**config.mk**
```make
export PLATFORM = sky130hd
export DESIGN_NAME = tstage_xlat_seq
export DESIGN_NICKNAME = d
export VERILOG_FILES = /design/src/rtl/tstage_xlat_pkg.sv /design/src/rtl/xlat_route_dec.sv /design/src/rtl/xlat_entry_eval.sv /design/src/rtl/tstage_xlat_seq.sv
export SDC_FILE = /design/constraint.sdc
export NUM_CORES = 1
export LEC_CHECK = 0
export ABC_AREA = 1
export BUFFER_PORTS_ARGS = -buffer_cell sky130_fd_sc_hd__buf_2
export CORE_MARGIN = 8
export CORE_UTILIZATION = 25
export CTS_BUF_LIST = sky130_fd_sc_hd__clkbuf_16
export DETAILED_ROUTE_END_ITERATION = 8
export GPL_TIMING_DRIVEN = 1
export PLACE_DENSITY = 0.45
export SETUP_SLACK_MARGIN = 0.2
export SYNTH_ARGS = -nofsm -noshare
export SYNTH_HDL_FRONTEND = slang
export SYNTH_SLANG_ARGS = --single-unit
```
**constraint.sdc**
```tcl
create_clock -name clk -period 6 [get_ports clk]
set_clock_uncertainty 0.2 [all_clocks]
set_input_delay 0.3 -clock clk [delete_from_list [all_inputs] [get_ports clk]]
set_output_delay 0.3 -clock clk [all_outputs]
set_load 0.005 [all_outputs]
```
**src/rtl/tstage_xlat_pkg.sv**
```systemverilog
package tstage_xlat_pkg;

    localparam logic [1:0] P_USER    = 2'd0;
    localparam logic [1:0] P_SUPER   = 2'd1;
    localparam logic [1:0] P_MACHINE = 2'd3;

    localparam logic [1:0] ACC_FETCH = 2'd2;

    localparam logic WOP_GUEST = 1'b0;
    localparam logic WOP_ENTRY = 1'b1;

    localparam int ENT_V = 0;
    localparam int ENT_R = 1;
    localparam int ENT_W = 2;
    localparam int ENT_X = 3;

    typedef struct packed {
        logic two_stage;
        logic use_vs;
        logic s1_skip;
    } route_t;

    typedef enum logic [1:0] {
        EK_BAD,
        EK_NEXT,
        EK_LEAF
    } ent_kind_e;

    typedef enum logic [2:0] {
        ST_IDLE,
        ST_BASE_REQ,
        ST_BASE_WAIT,
        ST_ENT_REQ,
        ST_ENT_WAIT,
        ST_FIN_REQ,
        ST_FIN_WAIT,
        ST_DONE
    } seq_state_e;

    function automatic logic is_fetch(input logic [1:0] acc);
        return acc == ACC_FETCH;
    endfunction

endpackage

```
**src/rtl/xlat_route_dec.sv**
```systemverilog
module xlat_route_dec
    import tstage_xlat_pkg::*;
#(
    parameter bit HEXT = 1'b1
) (
    input  logic [1:0] priv,
    input  logic       virt,
    input  logic [1:0] acc,
    input  logic       mprv,
    input  logic       mpv,
    input  logic [1:0] mpp,
    input  logic       sprv,
    input  logic       spv,
    input  logic       spp,
    input  logic       s_on,
    input  logic       vs_on,
    output route_t     route
);
    logic [1:0] eff;
    logic       sel_vs;
    logic       fetch;
    logic       root_on;

    always_comb begin
        fetch  = is_fetch(acc);
        eff    = priv;
        sel_vs = HEXT && virt;
        if (priv == P_MACHINE && !fetch && mprv) begin
            eff = mpp;
            if (HEXT && mpv) sel_vs = 1'b1;
        end
        if (eff == P_SUPER && !fetch && HEXT && !virt && sprv) begin
            eff    = spp ? P_SUPER : P_USER;
            sel_vs = 1'b1;
        end
        root_on         = sel_vs ? vs_on : s_on;
        route.use_vs    = sel_vs;
        route.s1_skip   = (eff == P_MACHINE) || !root_on;
        route.two_stage = HEXT && (virt
                          || (priv == P_MACHINE && !fetch && mprv && mpv)
                          || (priv == P_SUPER && !virt && !fetch && sprv && spv));
    end
endmodule

```
**src/rtl/xlat_entry_eval.sv**
```systemverilog
module xlat_entry_eval
    import tstage_xlat_pkg::*;
#(
    parameter int LEVELS    = 2,
    parameter int IDX_BITS  = 10,
    parameter int PAGE_BITS = 12,
    parameter int PPN_W     = 22,
    parameter int PTE_W     = 32,
    parameter int PTE_BYTES = 4,
    parameter int VA_W      = PAGE_BITS + LEVELS * IDX_BITS,
    parameter int PA_W      = PPN_W + PAGE_BITS,
    parameter int LVL_W     = (LEVELS > 1) ? $clog2(LEVELS) : 1
) (
    input  logic [PTE_W-1:0] entry,
    input  logic [LVL_W-1:0] level,
    input  logic [VA_W-1:0]  vaddr,
    output ent_kind_e        kind,
    output logic [PA_W-1:0]  next_base,
    output logic [PA_W-1:0]  leaf_addr,
    output logic [PA_W-1:0]  ent_off
);
    localparam int OFF_SH = $clog2(PTE_BYTES);

    logic [PPN_W-1:0] ppn;
    logic [PPN_W-1:0] vpn_ext;
    logic [PPN_W-1:0] low_mask;
    logic [VA_W-1:0]  va_sh;
    logic             v, r, w, x;
    logic             unused_flags;

    assign ppn          = entry[PTE_W-1:PTE_W-PPN_W];
    assign v            = entry[ENT_V];
    assign r            = entry[ENT_R];
    assign w            = entry[ENT_W];
    assign x            = entry[ENT_X];
    assign unused_flags = ^entry[PTE_W-PPN_W-1:ENT_X+1];

    always_comb begin
        va_sh    = vaddr >> (PAGE_BITS + int'(level) * IDX_BITS);
        ent_off  = PA_W'(va_sh[IDX_BITS-1:0]) << OFF_SH;
        vpn_ext  = PPN_W'(vaddr[VA_W-1:PAGE_BITS]);
        low_mask = ~({PPN_W{1'b1}} << (int'(level) * IDX_BITS));
        leaf_addr = {(ppn & ~low_mask) | (vpn_ext & low_mask), vaddr[PAGE_BITS-1:0]};
        next_base = {ppn, {PAGE_BITS{1'b0}}};
        if (!v || (w && !r))       kind = EK_BAD;
        else if (r || x)           kind = EK_LEAF;
        else if (level == '0)      kind = EK_BAD;
        else                       kind = EK_NEXT;
    end
endmodule

```
**src/rtl/tstage_xlat_seq.sv**
```systemverilog
module tstage_xlat_seq
    import tstage_xlat_pkg::*;
#(
    parameter bit HEXT      = 1'b1,
    parameter int LEVELS    = 2,
    parameter int IDX_BITS  = 10,
    parameter int PAGE_BITS = 12,
    parameter int PPN_W     = 22,
    parameter int PTE_W     = 32,
    parameter int PTE_BYTES = 4,
    parameter int VA_W      = PAGE_BITS + LEVELS * IDX_BITS,
    parameter int PA_W      = PPN_W + PAGE_BITS
) (
    input  logic             clk,
    input  logic             rst,
    input  logic             req_valid,
    output logic             req_ready,
    input  logic [VA_W-1:0]  req_vaddr,
    input  logic [1:0]       req_priv,
    input  logic             req_virt,
    input  logic [1:0]       req_acc,
    input  logic             st_mprv,
    input  logic             st_mpv,
    input  logic [1:0]       st_mpp,
    input  logic             st_sprv,
    input  logic             st_spv,
    input  logic             st_spp,
    input  logic             root_s_on,
    input  logic [PPN_W-1:0] root_s_ppn,
    input  logic             root_vs_on,
    input  logic [PPN_W-1:0] root_vs_ppn,
    input  logic             root_g_on,
    input  logic [PPN_W-1:0] root_g_ppn,
    output logic             wk_req_valid,
    input  logic             wk_req_ready,
    output logic             wk_req_op,
    output logic [PA_W-1:0]  wk_req_addr,
    output logic             wk_req_root_on,
    output logic [PPN_W-1:0] wk_req_root_ppn,
    input  logic             wk_rsp_valid,
    input  logic             wk_rsp_fault,
    input  logic [PA_W-1:0]  wk_rsp_data,
    output logic             rsp_valid,
    input  logic             rsp_ready,
    output logic [PA_W-1:0]  rsp_paddr,
    output logic             rsp_fault,
    output logic             rsp_stage1,
    output logic [PA_W-1:0]  rsp_gpf
);
    localparam int LVL_W = (LEVELS > 1) ? $clog2(LEVELS) : 1;
    localparam logic [LVL_W-1:0] TOP_LVL = LVL_W'(LEVELS - 1);

    seq_state_e       state_q;
    route_t           route;
    logic             two_q;
    logic [VA_W-1:0]  va_q;
    logic [LVL_W-1:0] level_q;
    logic [PA_W-1:0]  base_q;
    logic [PA_W-1:0]  hbase_q;
    logic [PA_W-1:0]  gpa_q;
    logic [PA_W-1:0]  pa_q;
    logic             fault_q;
    logic             s1_q;
    logic [PA_W-1:0]  gpf_q;
    logic [PPN_W-1:0] root1_ppn;

    ent_kind_e        e_kind;
    logic [PA_W-1:0]  e_next;
    logic [PA_W-1:0]  e_leaf;
    logic [PA_W-1:0]  e_off;

    xlat_route_dec #(.HEXT(HEXT)) route_i (
        .priv  (req_priv),
        .virt  (req_virt),
        .acc   (req_acc),
        .mprv  (st_mprv),
        .mpv   (st_mpv),
        .mpp   (st_mpp),
        .sprv  (st_sprv),
        .spv   (st_spv),
        .spp   (st_spp),
        .s_on  (root_s_on),
        .vs_on (root_vs_on),
        .route (route)
    );

    xlat_entry_eval #(
        .LEVELS   (LEVELS),
        .IDX_BITS (IDX_BITS),
        .PAGE_BITS(PAGE_BITS),
        .PPN_W    (PPN_W),
        .PTE_W    (PTE_W),
        .PTE_BYTES(PTE_BYTES),
        .VA_W     (VA_W),
        .PA_W     (PA_W),
        .LVL_W    (LVL_W)
    ) entry_i (
        .entry    (wk_rsp_data[PTE_W-1:0]),
        .level    (level_q),
        .vaddr    (va_q),
        .kind     (e_kind),
        .next_base(e_next),
        .leaf_addr(e_leaf),
        .ent_off  (e_off)
    );

    assign root1_ppn = route.use_vs ? root_vs_ppn : root_s_ppn;

    always_comb begin
        req_ready       = (state_q == ST_IDLE);
        wk_req_valid    = (state_q == ST_BASE_REQ) || (state_q == ST_ENT_REQ)
                          || (state_q == ST_FIN_REQ);
        wk_req_op       = (state_q == ST_ENT_REQ) ? WOP_ENTRY : WOP_GUEST;
        wk_req_root_on  = root_g_on;
        wk_req_root_ppn = root_g_ppn;
        case (state_q)
            ST_BASE_REQ: wk_req_addr = base_q;
            ST_ENT_REQ:  wk_req_addr = hbase_q + e_off;
            default:     wk_req_addr = gpa_q;
        endcase
        rsp_valid  = (state_q == ST_DONE);
        rsp_paddr  = pa_q;
        rsp_fault  = fault_q;
        rsp_stage1 = s1_q;
        rsp_gpf    = gpf_q;
    end

    always_ff @(posedge clk) begin
        if (rst) begin
            state_q <= ST_IDLE;
            two_q   <= 1'b0;
            va_q    <= '0;
            level_q <= '0;
            base_q  <= '0;
            hbase_q <= '0;
            gpa_q   <= '0;
            pa_q    <= '0;
            fault_q <= 1'b0;
            s1_q    <= 1'b0;
            gpf_q   <= '0;
        end else begin
            case (state_q)
                ST_IDLE: if (req_valid) begin
                    va_q    <= req_vaddr;
                    two_q   <= route.two_stage;
                    pa_q    <= '0;
                    fault_q <= 1'b0;
                    s1_q    <= 1'b0;
                    gpf_q   <= '0;
                    level_q <= TOP_LVL;
                    base_q  <= {root1_ppn, {PAGE_BITS{1'b0}}};
                    hbase_q <= {root1_ppn, {PAGE_BITS{1'b0}}};
                    if (route.s1_skip) begin
                        if (route.two_stage) begin
                            gpa_q   <= PA_W'(req_vaddr);
                            state_q <= ST_FIN_REQ;
                        end else begin
                            pa_q    <= PA_W'(req_vaddr);
                            state_q <= ST_DONE;
                        end
                    end else begin
                        state_q <= route.two_stage ? ST_BASE_REQ : ST_ENT_REQ;
                    end
                end
                ST_BASE_REQ: if (wk_req_ready) state_q <= ST_BASE_WAIT;
                ST_BASE_WAIT: if (wk_rsp_valid) begin
                    if (wk_rsp_fault) begin
                        fault_q <= 1'b1;
                        gpf_q   <= base_q >> 2;
                        state_q <= ST_DONE;
                    end else begin
                        hbase_q <= wk_rsp_data;
                        state_q <= ST_ENT_REQ;
                    end
                end
                ST_ENT_REQ: if (wk_req_ready) state_q <= ST_ENT_WAIT;
                ST_ENT_WAIT: if (wk_rsp_valid) begin
                    if (wk_rsp_fault || e_kind == EK_BAD) begin
                        fault_q <= 1'b1;
                        s1_q    <= 1'b1;
                        state_q <= ST_DONE;
                    end else if (e_kind == EK_NEXT) begin
                        base_q  <= e_next;
                        hbase_q <= e_next;
                        level_q <= level_q - 1'b1;
                        state_q <= two_q ? ST_BASE_REQ : ST_ENT_REQ;
                    end else if (two_q) begin
                        gpa_q   <= e_leaf;
                        state_q <= ST_FIN_REQ;
                    end else begin
                        pa_q    <= e_leaf;
                        state_q <= ST_DONE;
                    end
                end
                ST_FIN_REQ: if (wk_req_ready) state_q <= ST_FIN_WAIT;
                ST_FIN_WAIT: if (wk_rsp_valid) begin
                    if (wk_rsp_fault) begin
                        fault_q <= 1'b1;
                        gpf_q   <= gpa_q >> 2;
                    end else begin
                        pa_q <= wk_rsp_data;
                    end
                    state_q <= ST_DONE;
                end
                ST_DONE: if (rsp_ready) state_q <= ST_IDLE;
                default: state_q <= ST_IDLE;
            endcase
        end
    end
endmodule

```
==> impl_metrics.yaml <==
run_status:
  status: "finished clean"
yosys:
  synth_area_um2: 11400
  synth-main-ff-cell: "dfxtp_1"
  yosys-top-cells-count: "nand2_1, inv_1, dfxtp_1, a21oi_1, o21ai_0"
  synth_seq_area_share: 0.342
  ys_types: 44
  yosys.area.top_type_share: 0.342
  yosysWarnings: 0
  synth_area_leader_cell: "dfxtp_1"
  syn_area_per_cell_um2: 6.51
  synth_area_leaders: "dfxtp_1, nand2_1, a21oi_1, o21ai_0, inv_1"
  synth_edf_count: 0
  synthArstFlopShare: 0
  yosysMostFrequentCell: "nand2_1"
  syn_inst: 1754
  ys_seq_elements: 195
clock_network:
  cts_tree: "built"
  cts_resized: 0
  clk_pin_slew_worst_paths_ns: 0.08
  post-cts-setup-buffers: 0
  htreeDepth: 4
  clockRootBuffer: "clkbuf_16"
  cts_buffers: 17
  clock_sinks: 195
  cts.path.max_buffers: 2
  clock_latency_ns: 0.45
timing:
  final_max_slew_viol_count: 0
  fmax_ghz: 0.227
  period_share: 0.735
  final-setup-viol-count: 0
  rsz0062_at_grt: "no"
  tns_ns: 0
  slew_headroom: 0.166
  worst_pin_slew_ns: 1.25
  hold-worst-slack_ns: 0.0171
  min_period_ns: 4.41
  hold_viol_final: 0
die:
  ios: 285
  dieArea_um2: 52800
  start_util: 0.252
  die_h_um: 230
  core-area_um2: 45300
  die_w_um: 230
  rows: 78
cells_and_area:
  drive_gt1_frac: 0.160
  final_util: 0.310
  design_area_um2: 14100
  fin_nets: 2122
  syn2layout_area_growth_pct: 23.1
  n_fill_cell: 5131
placed_design:
  io_buffers: 235
  place_congestion: 0.879
  hpwlAfterDp_mm: 38.0
  placed_cell_area_um2: 12800
critical_path:
  crit_path_start: "level_q$_SDFFE_PP0P_"
  start_kind: "flop"
  worstPathRequired_ns: 5.50
  critPathMaxFanout: 23
  crit_type: "reg -> out"
  cp-end-kind: "primary output"
  cp_data_arrival_time_ns: 3.91
  r2r-start: "state_q[0]$_SDFFE_PP0P_"
pwr:
  power_frac_comb: 0.499
  vdd_drop_max_mv: 0.200
  seqPwrFrac: 0.324
  switchingPower_mw: 3.14
  p_sw_frac: 0.477
  p_int_mw: 3.44
  power.leakage_nw: 6.40
  clkPwrFrac: 0.177
  powerDensity_nw_per_um2: 468
route:
  drt_first_iter_violations: 1091
  wl_mm: 51.0
  routedWlPerCell_um: 19.8
  drtAntennaViolNets: 0
  dr.pass1.iters: 5
  remaining_drc_errors: 0
  vias: 12500
  viasPerCell: 4.85
run:
  maxCapViolCount: 0
worst_hold_path:
  hold_path_startpoint: "root_s_ppn[10]"
  hold_path_class: "in -> reg"
global_route:
  grt_max_degree: 90
  antenna_found_initial: 3
  grt_pass1_wl_mm: 76.3
  grt_pass1_vias: 12000
  grt_remaining_overflow: 0
  grtUsageTotal: 0.186
==> through the flow <==
stage / setup WS (ns) / power [mW] / instances
2_1_floorplan: 3.31 / 4.17 / 1755
6_report: 1.59 / 6.58 / 2569
4_1_cts: 1.62 / 6.62 / 2568
5_1_grt: 1.23 / 7.10 / 2568
3_5_place_dp: 1.86 / 5.39 / 2466
3_3_place_gp: 1.90 / 5.37 / 2466
==> kinds of logic after synthesis <==
kind of cell / Yosys count / share of synthesized area
AO/OA/AOI/OAI: 520 / 0.263
XOR/XNOR: 6 / 0.00460
adder cells (fa/ha/maj): 13 / 0.0149
buffers and inverters: 348 / 0.131
flip-flops: 195 / 0.342
other: 1 / 0.000328
AND/OR/NAND/NOR: 671 / 0.245
==> worst max-delay path, cell delays in order, from the launching register on <==
cell and delay [ns]:
dfxtp_1 0.85, o21ai_0 0.45, ha_1 0.49, nand2_1 0.11
nor3b_1 0.32, nor2_1 0.12, o21ai_2 0.35, nand2_1 0.21
xor2_1 0.18, o21ai_1 0.21, buf_2 0.16
==> power by group through the flow <==
stage	clock (mW)	sequential, mW	combinational [mW]
after floorplan	0	2.05	2.12
after global placement	0	2.14	3.23
after detailed placement	0	2.15	3.24
after CTS	1.20	2.13	3.30
after global routing	1.24	2.19	3.67
final	1.17	2.13	3.28
==> flip-flops by register name, indices dropped and copies added, names as in the netlist <==
| register | cells |
|---|---|
| hbase_q | 34 |
| gpa_q | 34 |
| rsp_stage1 | 1 |
| rsp_gpf | 32 |
| state_q | 3 |
| rsp_fault | 1 |
| two_q | 1 |
| va_q | 32 |
| level_q | 1 |
| base_q | 22 |
| rsp_paddr | 34 |
==> layer usage <==
layer | global-route usage | vias up | part of all wire
met1 | 0.268 | 5783 | 0.49
li1 | - | 6236 | -
met5 | 0 | - | 0.00049
met2 | 0.274 | 392 | 0.42
met4 | 0.0564 | 4 | 0.023
met3 | 0.0371 | 57 | 0.063
==> worst paths after layout <==
kind / depth (start not counted) / endpoint / slack (ns)
min: 3 / hbase_q[22]$_SDFFE_PP0P_ / 0.02
min reg2reg: 2 / rsp_paddr[32]$_SDFFE_PP0P_ / 0.25
max reg2reg: 12 / hbase_q[15]$_SDFFE_PP0P_ / 1.75
max: 10 / wk_req_addr[24] / 1.59
==> final cells by class <==
type	count	area, um2	share of cell area
Timing Repair Buffer	322	2000	0.143
Sequential cell	195	3900	0.278
Multi-Input combinational cell	1212	6050	0.430
Inverter	207	785	0.0558
Tap cell	600	751	0.0534
Antenna cell	1	2.50	0.000178
Clock inverter	15	141	0.0101
Clock buffer	17	425	0.0303
==> cells in the final DEF, fill, tap and decap left out, types with 2 or more instances in the layout <==
cell type	instances
a211oi_1	11
dfxtp_1	195
conb_1	2
o21ai_0	163
a22oi_1	36
o21bai_1	5
dlygate4sd3_1	70
clkinv_4	3
o21ai_1	17
inv_1	199
o211ai_1	44
nor2_4	2
a21o_1	6
buf_2	235
nor2_1	126
nand3b_1	2
nand3_1	139
buf_4	17
nor3_1	14
a22o_1	4
inv_6	2
a21oi_1	178
a31oi_1	22
clkbuf_16	17
nand4_1	12
clkinv_1	4
bufinv_16	2
o22ai_1	15
inv_2	7
nand2_1	365
a21oi_2	11
nand3_2	2
or2_2	4
clkinvlp_4	3
xor2_1	5
a21boi_0	4
ha_1	12
==> what timing repair did <==
action | 4_1_cts | 5_1_grt
hold buffers | 70 | 0
hold endpoints to repair | 100 | 0
endpoints found under the setup margin | 0 | 0
No activity file was read; power rests on OpenSTA's default activity.
